## config.mk

```make
export PLATFORM = sky130hd
export DESIGN_NAME = fsk_halfbit_recover
export DESIGN_NICKNAME = d
export VERILOG_FILES = /design/src/rtl/fsk_pkg.sv /design/src/rtl/fsk_edge_timer.sv /design/src/rtl/fsk_run_quant.sv /design/src/rtl/fsk_sym_emit.sv /design/src/rtl/fsk_halfbit_recover.sv
export SDC_FILE = /design/constraint.sdc
export NUM_CORES = 1
export LEC_CHECK = 0
export ABC_AREA = 1
export BUFFER_PORTS_ARGS = -buffer_cell sky130_fd_sc_hd__buf_2
export CAP_MARGIN = 20
export CORE_MARGIN = 2
export CORE_UTILIZATION = 30
export DETAILED_ROUTE_END_ITERATION = 8
export HOLD_SLACK_MARGIN = 0.03
export SLEW_MARGIN = 40
export SYNTH_ARGS = -nofsm -noshare
export SYNTH_HDL_FRONTEND = slang
export SYNTH_SLANG_ARGS = --single-unit
```

## constraint.sdc

```tcl
create_clock -name clk -period 7.83 [get_ports clk]
set_clock_uncertainty 0.1 [all_clocks]
set_input_delay 0.783 -clock clk [delete_from_list [all_inputs] [get_ports clk]]
set_output_delay 0.783 -clock clk [all_outputs]
set_load 0.05 [all_outputs]
```

## src/rtl/fsk_pkg.sv

```systemverilog
package fsk_pkg;
  // Tone of one measured carrier cycle; value doubles as the emitted symbol.
  typedef enum logic {
    TONE_SHORT = 1'b0,
    TONE_LONG  = 1'b1
  } tone_e;
endpackage

```

## src/rtl/fsk_edge_timer.sv

```systemverilog
module fsk_edge_timer
  import fsk_pkg::*;
#(
  parameter int SMP_W  = 8,
  parameter int THRESH = 127,
  parameter int CNT_W  = 4,
  parameter int SPLIT  = 9
) (
  input  logic             clk,
  input  logic             rst_n,
  input  logic             acc_i,
  input  logic [SMP_W-1:0] smp_i,
  output logic             cls_fire_o,
  output tone_e            cls_tone_o
);
  localparam logic [SMP_W-1:0] THR_C   = SMP_W'(THRESH);
  localparam logic [CNT_W-1:0] SPLIT_C = CNT_W'(SPLIT);
  localparam logic [CNT_W-1:0] CNT_MAX = {CNT_W{1'b1}};

  logic             bit_now;
  logic             prev_q;
  logic             synced_q;
  logic [CNT_W-1:0] cnt_q;
  logic             rise;

  // Slicer: level at or above the threshold is a one.
  assign bit_now = (smp_i >= THR_C);
  // prev_q resets high so the first sample can never look like a rising edge.
  assign rise    = bit_now & ~prev_q;

  always_ff @(posedge clk or negedge rst_n) begin
    if (!rst_n) begin
      prev_q   <= 1'b1;
      synced_q <= 1'b0;
      cnt_q    <= '0;
    end else if (acc_i) begin
      prev_q <= bit_now;
      if (rise) begin
        synced_q <= 1'b1;
        cnt_q    <= CNT_W'(1);
      end else if (cnt_q != CNT_MAX) begin
        cnt_q <= cnt_q + 1'b1;
      end
    end
  end

  assign cls_fire_o = acc_i & rise & synced_q;
  assign cls_tone_o = (cnt_q < SPLIT_C) ? TONE_SHORT : TONE_LONG;

  // a full counter stays full until the next edge.
  p_cnt_sat_r8: assert property (@(posedge clk) disable iff (!rst_n)
    (acc_i && !rise && cnt_q == CNT_MAX) |=> (cnt_q == CNT_MAX));
endmodule

```

## src/rtl/fsk_run_quant.sv

```systemverilog
module fsk_run_quant
  import fsk_pkg::*;
#(
  parameter int RUN_W    = 6,
  parameter int SHORT_DIV = 6,
  parameter int LONG_DIV  = 5,
  parameter int MAX_EMIT = 4,
  parameter int EMIT_W   = 3
) (
  input  logic              clk,
  input  logic              rst_n,
  input  logic              cls_fire_i,
  input  tone_e             cls_tone_i,
  output logic              emit_o,
  output logic [EMIT_W-1:0] emit_cnt_o,
  output logic              emit_sym_o
);
  localparam logic [RUN_W-1:0] LEN_MAX = {RUN_W{1'b1}};
  localparam logic [RUN_W:0]   SDIV_C  = (RUN_W+1)'(SHORT_DIV);
  localparam logic [RUN_W:0]   LDIV_C  = (RUN_W+1)'(LONG_DIV);
  localparam logic [RUN_W:0]   MAXE_C  = (RUN_W+1)'(MAX_EMIT);

  logic             active_q;
  tone_e            tone_q;
  logic [RUN_W-1:0] len_q;
  logic [RUN_W:0]   len_p1;
  logic [RUN_W:0]   hb;
  logic             closes;

  assign len_p1 = {1'b0, len_q} + 1'b1;
  assign hb     = (tone_q == TONE_LONG) ? (len_p1 / LDIV_C) : (len_p1 / SDIV_C);
  assign closes = cls_fire_i & active_q & (cls_tone_i != tone_q);

  assign emit_o     = closes && (hb != '0) && (hb <= MAXE_C);
  assign emit_cnt_o = EMIT_W'(hb);
  assign emit_sym_o = tone_q;

  always_ff @(posedge clk or negedge rst_n) begin
    if (!rst_n) begin
      active_q <= 1'b0;
      tone_q   <= TONE_SHORT;
      len_q    <= '0;
    end else if (cls_fire_i) begin
      if (!active_q || closes) begin
        active_q <= 1'b1;
        tone_q   <= cls_tone_i;
        len_q    <= RUN_W'(1);
      end else if (len_q != LEN_MAX) begin
        len_q <= len_q + 1'b1;
      end
    end
  end

  // a run that has started never returns to the empty state.
  p_run_kept_r4: assert property (@(posedge clk) disable iff (!rst_n)
    active_q |=> active_q);
endmodule

```

## src/rtl/fsk_sym_emit.sv

```systemverilog
module fsk_sym_emit #(
  parameter int EMIT_W   = 3,
  parameter int MAX_EMIT = 4
) (
  input  logic              clk,
  input  logic              rst_n,
  input  logic              load_i,
  input  logic [EMIT_W-1:0] cnt_i,
  input  logic              sym_i,
  input  logic              out_ready_i,
  output logic              out_valid_o,
  output logic              out_bit_o,
  output logic              idle_o
);
  localparam logic [EMIT_W-1:0] MAXE_C = EMIT_W'(MAX_EMIT);

  logic [EMIT_W-1:0] left_q;
  logic              bit_q;

  always_ff @(posedge clk or negedge rst_n) begin
    if (!rst_n) begin
      left_q <= '0;
      bit_q  <= 1'b0;
    end else if (load_i) begin
      left_q <= cnt_i;
      bit_q  <= sym_i;
    end else if (left_q != '0 && out_ready_i) begin
      left_q <= left_q - 1'b1;
    end
  end

  assign out_valid_o = (left_q != '0);
  assign out_bit_o   = bit_q;
  assign idle_o      = (left_q == '0);

  // a new run is only loaded once every pending symbol has gone.
  p_load_idle_r9: assert property (@(posedge clk) disable iff (!rst_n)
    load_i |-> (left_q == '0));
  // the quantiser only ever asks for 1 to MAX_EMIT symbols.
  p_cnt_range_r6: assert property (@(posedge clk) disable iff (!rst_n)
    load_i |-> (cnt_i != '0 && cnt_i <= MAXE_C));
  // a stalled beat is held unchanged.
  p_hold_r9: assert property (@(posedge clk) disable iff (!rst_n)
    (out_valid_o && !out_ready_i) |=> (out_valid_o && $stable(out_bit_o)));
endmodule

```

## src/rtl/fsk_halfbit_recover.sv

```systemverilog
module fsk_halfbit_recover
  import fsk_pkg::*;
#(
  parameter int SMP_W     = 8,
  parameter int THRESH    = 127,
  parameter int CNT_W     = 4,
  parameter int SPLIT     = 9,
  parameter int RUN_W     = 6,
  parameter int SHORT_DIV = 6,
  parameter int LONG_DIV  = 5,
  parameter int MAX_EMIT  = 4
) (
  input  logic             clk,
  input  logic             rst_n,
  input  logic             smp_valid,
  output logic             smp_ready,
  input  logic [SMP_W-1:0] smp_data,
  output logic             sym_valid,
  input  logic             sym_ready,
  output logic             sym_bit
);
  localparam int EMIT_W = $clog2(MAX_EMIT + 1);

  logic              acc;
  logic              cls_fire;
  tone_e             cls_tone;
  logic              emit;
  logic [EMIT_W-1:0] emit_cnt;
  logic              emit_sym;
  logic              idle;

  assign smp_ready = idle;
  assign acc       = smp_valid & idle;

  fsk_edge_timer #(
    .SMP_W(SMP_W), .THRESH(THRESH), .CNT_W(CNT_W), .SPLIT(SPLIT)
  ) u_timer (
    .clk(clk), .rst_n(rst_n), .acc_i(acc), .smp_i(smp_data),
    .cls_fire_o(cls_fire), .cls_tone_o(cls_tone)
  );

  fsk_run_quant #(
    .RUN_W(RUN_W), .SHORT_DIV(SHORT_DIV), .LONG_DIV(LONG_DIV),
    .MAX_EMIT(MAX_EMIT), .EMIT_W(EMIT_W)
  ) u_quant (
    .clk(clk), .rst_n(rst_n), .cls_fire_i(cls_fire), .cls_tone_i(cls_tone),
    .emit_o(emit), .emit_cnt_o(emit_cnt), .emit_sym_o(emit_sym)
  );

  fsk_sym_emit #(
    .EMIT_W(EMIT_W), .MAX_EMIT(MAX_EMIT)
  ) u_emit (
    .clk(clk), .rst_n(rst_n), .load_i(emit), .cnt_i(emit_cnt), .sym_i(emit_sym),
    .out_ready_i(sym_ready), .out_valid_o(sym_valid), .out_bit_o(sym_bit),
    .idle_o(idle)
  );
endmodule

```

# [After elaboration in Yosys (flattened, before gate mapping)]
# Index checks and enable logic that the tools add are counted.
[word_totals] register_bits=18 elab_cells=50
[classes] addsub=4 div=2 n_lt_le_gt_ge=3 muxes=8 n_bitwise=7 n_eq_ne=3 n_reduce_logical=15
[ops] cell="divider 7 x 3 -> 7 bit, second input constant" n=2
[ops] cell="2-to-1 mux 6 bit" n=2
[ops] cell="greater-or-equal comparator 8 x 7 -> 1 bit, second input constant" n=1
[ops] cell="2-to-1 mux 4 bit" n=2
[ops] cell="AND reduction 2 bit" n=4
[ops] cell="adder 6 x 1 -> 7 bit, second input constant" n=1
[ops] cell="less-or-equal comparator 7 x 3 -> 1 bit, second input constant" n=1
[ops] cell="2-to-1 mux 7 bit" n=1
[ops] cell="nonzero test 7 bit" n=1
[ops] cell="adder 6 x 1 -> 6 bit, second input constant" n=1
[ops] cell="bitwise AND 1 bit" n=6
[ops] cell="2-to-1 mux 3 bit" n=2
[ops] cell="!= test 6 bit, second input constant" n=1
[ops] cell="nonzero test 2 bit" n=3
[ops] cell="adder 4 x 1 -> 4 bit, second input constant" n=1
[ops] cell="< comparator 4 bit, second input constant" n=1
[ops] cell="!= test 4 bit, second input constant" n=1
[ops] cell="logical AND 1 bit" n=3
[ops] cell="logical NOT 3 bit" n=1
[ops] cell="nonzero test 3 bit" n=1
[ops] cell="subtractor 3 x 1 -> 3 bit, second input constant" n=1
[ops] cell="logical NOT 1 bit" n=1
[ops] cell="logical OR 1 bit" n=1
[ops] cell="2-to-1 mux 1 bit" n=1
[ops] cell="2 further kinds" n=2

# [Longest topological paths before layout]
[depth] ltp_word=9 depth_mapped=51

# [Modules after synthesis]
# Synthesis repeated with hierarchy kept, for this count alone.
[unflattened] hier_cells=279 area_unflattened_um2=1906.8
[modules_own_cells] mod="fsk_run_quant" seq_area_each_um2=200.2 cells_each=187 n_inst=1 area_per_inst_um2=1246.2
[modules_own_cells] mod="fsk_edge_timer" seq_area_each_um2=151.4 cells_each=53 n_inst=1 area_per_inst_um2=396.6
[modules_own_cells] mod="fsk_sym_emit" seq_area_each_um2=100.1 cells_each=37 n_inst=1 area_per_inst_um2=256.5
[modules_own_cells] mod="fsk_halfbit_recover" seq_area_each_um2=0.0 cells_each=2 n_inst=1 area_per_inst_um2=7.5

# [Least setup slack after synthesis]
# Ideal clock, no wire load.
[synth_timing] path_type="register to register" from="reg u_quant.len_q[0]" to="reg u_emit.left_q[1]" setup_slack_ns=1.854 arrival_ns=5.759 period_less_slack_ns=5.976 setup_time_ns=0.117 stages_incl_launch_ff=50 cell_sequence="dfrtp_1 ha_1 nand3_2 nand2_1 o21ai_1 inv_1 ha_1 nand2_1 nand3_1 nand2_1 nor2_1 nor2_1 inv_1 ha_1 o21ai_0 nand2_1 nand3_4 nand2_4 (+14 left out) o21ai_0 nand3_2 nand2_4 nor2_4 o21ai_0 ha_1 o21ai_0 nand2_1 nand3_1 nand2_1 nand2_1 nand2_1 nor2_2 nand4_1 nand3_2 nand2_1 nand2_1 nand2_1"
[synth_via] elab_chain_len=7 elab_cells_between_ends=10 classes_between="1 x add/sub; 2 x div; 1 x order compare; 2 x mux; 4 x reduce/logical"
[synth_rtl] item="start: declaration" line_no="fsk_run_quant.sv:25" rtl="logic [RUN_W-1:0] len_q;"
[synth_rtl] item="start signal: assignment" line_no="fsk_run_quant.sv:49" rtl="len_q <= len_q + 1'b1;"
[synth_rtl] item="adder 6 x 1 -> 7 bit (*)" line_no="fsk_run_quant.sv:30" rtl="assign len_p1 = {1'b0, len_q} + 1'b1;"
[synth_rtl] item="divider 7 x 3 -> 7 bit" line_no="fsk_run_quant.sv:31" rtl="assign hb = (tone_q == TONE_LONG) ? (len_p1 / LDIV_C) : (len_p1 / SDIV_C);"
[synth_rtl] item="2-to-1 mux 7 bit (*)" line_no="fsk_run_quant.sv:31"
[synth_rtl] item="branches (longest 4 deep; another with less-or-equal comparator 7 x 3 -> 1 bit)"
[synth_rtl] item="end signal: assignment" line_no="fsk_sym_emit.sv:25" rtl="left_q <= cnt_i;"
[synth_rtl] item="end signal: assignment" line_no="fsk_sym_emit.sv:28" rtl="left_q <= left_q - 1'b1;"
[synth_rtl] item="end: declaration" line_no="fsk_sym_emit.sv:17" rtl="logic [EMIT_W-1:0] left_q;"
# Every way passes the cells marked *.
# A chain may end at the register's enable or synchronous reset.

# [Worst setup path in the final report]
# Same ends and word-level chain as after synthesis.

==> out/results.ini <==
[floorplanning]
core.rowCount=28
chipWidth_microns=81.0
boundaryPins=15
coreArea_sq_um=5820
start_util=0.306
die-area_sq_um=6560
dieHeight_microns=81.0

[logic_synthesis]
synth_edf_count=0
synth_cell_types=28
synth_area_leaders=dfrtp_1 24%, nand2_1 14%, ha_1 13%
synth_top_area_cell=dfrtp_1
syn_area_sq_um=1780
yosysMostFrequentCell=nand2_1
ys_ff_latch=18
ys_seq_area_frac=0.254
async_flop_share=1.00
synthFlopType=dfrtp_1
post-synth-top-area-fraction=0.239
ys_warn_count=0
yosys-top-cells-count=65 x nand2_1, 47 x inv_1, 20 x nand3_1, 19 x ha_1, 17 x dfrtp_1
syn_area_per_cell_sq_um=7.03
syn_inst=253
synth_fp_nets=284

[min_path]
hp-class=flip-flop to flip-flop
hold_start=u_timer.synced_q

[clock_network]
clkLatencyLatePin_ps=250
clock-sinks=18
cts_root_buffer=clkbuf_8
post_cts_resized=0
htree_levels=1
postCtsSetupBuffers=0
clockBufferDepth=2
clk_pin_slew_ps=70
cts_tree=yes
cts_buffers=3
ctsHoldBuffers=0

[finish]
num_antenna_cells=0
nets=303
layout-drive-gt1-share=0.173
area_delta_synth_final_pct=12.3

[routing]
dr.first_iter.drc_count=50
first_pass_iters=4
drcViolationCount=0
wl_microns=3420
wl_per_cell_microns=9.87
vias=1542
viasPerCell=4.46
postRouteAntennaNets=0

[worst_setup_path]
cp_slowest_cell=dfrtp_1
crit_arrival_ps=6800
max_stage_delay_ps=430
startpoint=u_quant.len_q[0]
cp-end-kind=flip-flop
r2r-start=u_quant.len_q[0]
crit_path_frequent_cell=nand2_1
worstSetupPathType=flip-flop to flip-flop
required_ps=7870
cp_max_fo=7
critPathLaunchType=flip-flop

[placed_design]
numPortBuffers=14
hpwl_microns=2800
globalplace.congestion=0.783

[timing]
clock.fmax_mhz=148
final_hold_viol_count=0
tightest_slew_ps=719
finalMaxSlewViolations=0
grt_setup_unrepaired=false
layout_worst_path_cycle_share=0.863
final.setup.tns_ps=0
period_needed_ps=6760
finalSetupViolCount=0
slew_headroom=0.520

[global_route]
grt_pass1_wl_microns=5990
grt_pass1_vias=1408
antenna_found_initial=0
overflow=0
grt_start_max_net_pins=19
grt_usage=0.113

[run]
drv_cap=0

[run_status]
outcome=complete, no violations

metrics by stage:
step | instance area (sq um) | worst slack (ps) | std cells | hold slack, ps | util
6_report | 2000 | 1070 | 346 | 352 | 0.343
5_1_grt | 2000 | 344 | 346 | 389 | 0.343
4_1_cts | 2000 | 1080 | 346 | 360 | 0.343
3_5_place_dp | 1940 | 1110 | 342 | 341 | 0.334
3_3_place_gp | 1940 | 1290 | 342 | 336 | 0.334
2_1_floorplan | 1780 | 1850 | 253 | 322 | -
critical path, delay by kind of cell, from the launching register on:
family,cells,cell delay [ps]
buffers and inverters,5,360
flip-flops,1,430
AND/OR/NAND/NOR,31,3180
AO/OA/AOI/OAI,6,820
adder cells (fa/ha/maj),6,1770
state kept, by name (all words and copies together), names as in the netlist:
register	cells
u_quant.emit_sym_o	1
u_emit.out_bit_o	1
u_timer.prev_q	1
u_timer.cnt_q	4
u_emit.left_q	3
u_quant.len_q	6
u_quant.active_q	1
u_timer.synced_q	1
cell families (layout without fill, tap and decap cells):
kind of cell    Yosys count  count (layout)  share of synthesized area
compound gates           26              26                     0.0767
xor+xnor                  7               7                     0.0345
fa+ha+maj                19              19                      0.134
buf+inv                  51              69                      0.108
flops                    18              18                      0.254
mux                       1               1                    0.00633
simple gates            131             131                      0.387
routing by layer:
metal / GRT usage / routed length [microns] / share of wire
met4: 0.0271 / 8 / 0.0023
met2: 0.194 / 1550 / 0.45
met3: 0.0111 / 71 / 0.021
met1: 0.151 / 1790 / 0.52
met5: 0 / 0 / 0
cell usage in the layout, fill, tap and decap left out:
cell / n
a31oi_1: 1
o21ai_0: 15
nor3_1: 1
o21bai_1: 1
and2_1: 1
mux2_2: 1
inv_1: 47
inv_2: 4
nand3_1: 20
nand4_1: 10
o22ai_1: 2
buf_2: 14
nand3_2: 5
xnor2_1: 2
clkbuf_8: 4
nand2_4: 2
nor2_4: 3
nand2_2: 8
nor2_2: 1
ha_1: 19
a21oi_1: 4
nor3b_1: 2
nand2_1: 65
xor2_1: 5
o21ai_1: 3
dfstp_2: 1
nand3_4: 3
or2_2: 1
dfrtp_1: 17
nor2_1: 9
final timing paths:
| kind | slack, ps | cells after the start | end |
|---|---|---|---|
| setup / recovery | 1070 | 48 | u_emit.left_q[1] |
| min in group asynchronous | 360 | 1 | u_emit.left_q[2] |
| hold reg to reg | 350 | 2 | u_timer.synced_q |
| max in group asynchronous | 6940 | 1 | u_timer.prev_q |
| setup reg to reg | 1070 | 48 | u_emit.left_q[1] |
| hold / removal | 350 | 2 | u_timer.synced_q |
cell type report:
type,count,area [sq um]
Fill cell,645,3820
Sequential cell,18,452
Timing Repair Buffer,14,70.1
Tap cell,75,93.8
Inverter,51,191
Clock buffer,4,55.1
Multi-Input combinational cell,184,1130
Power is not shown: default switching activity piles up to over one toggle a cycle in this logic, so the estimate is an artifact.
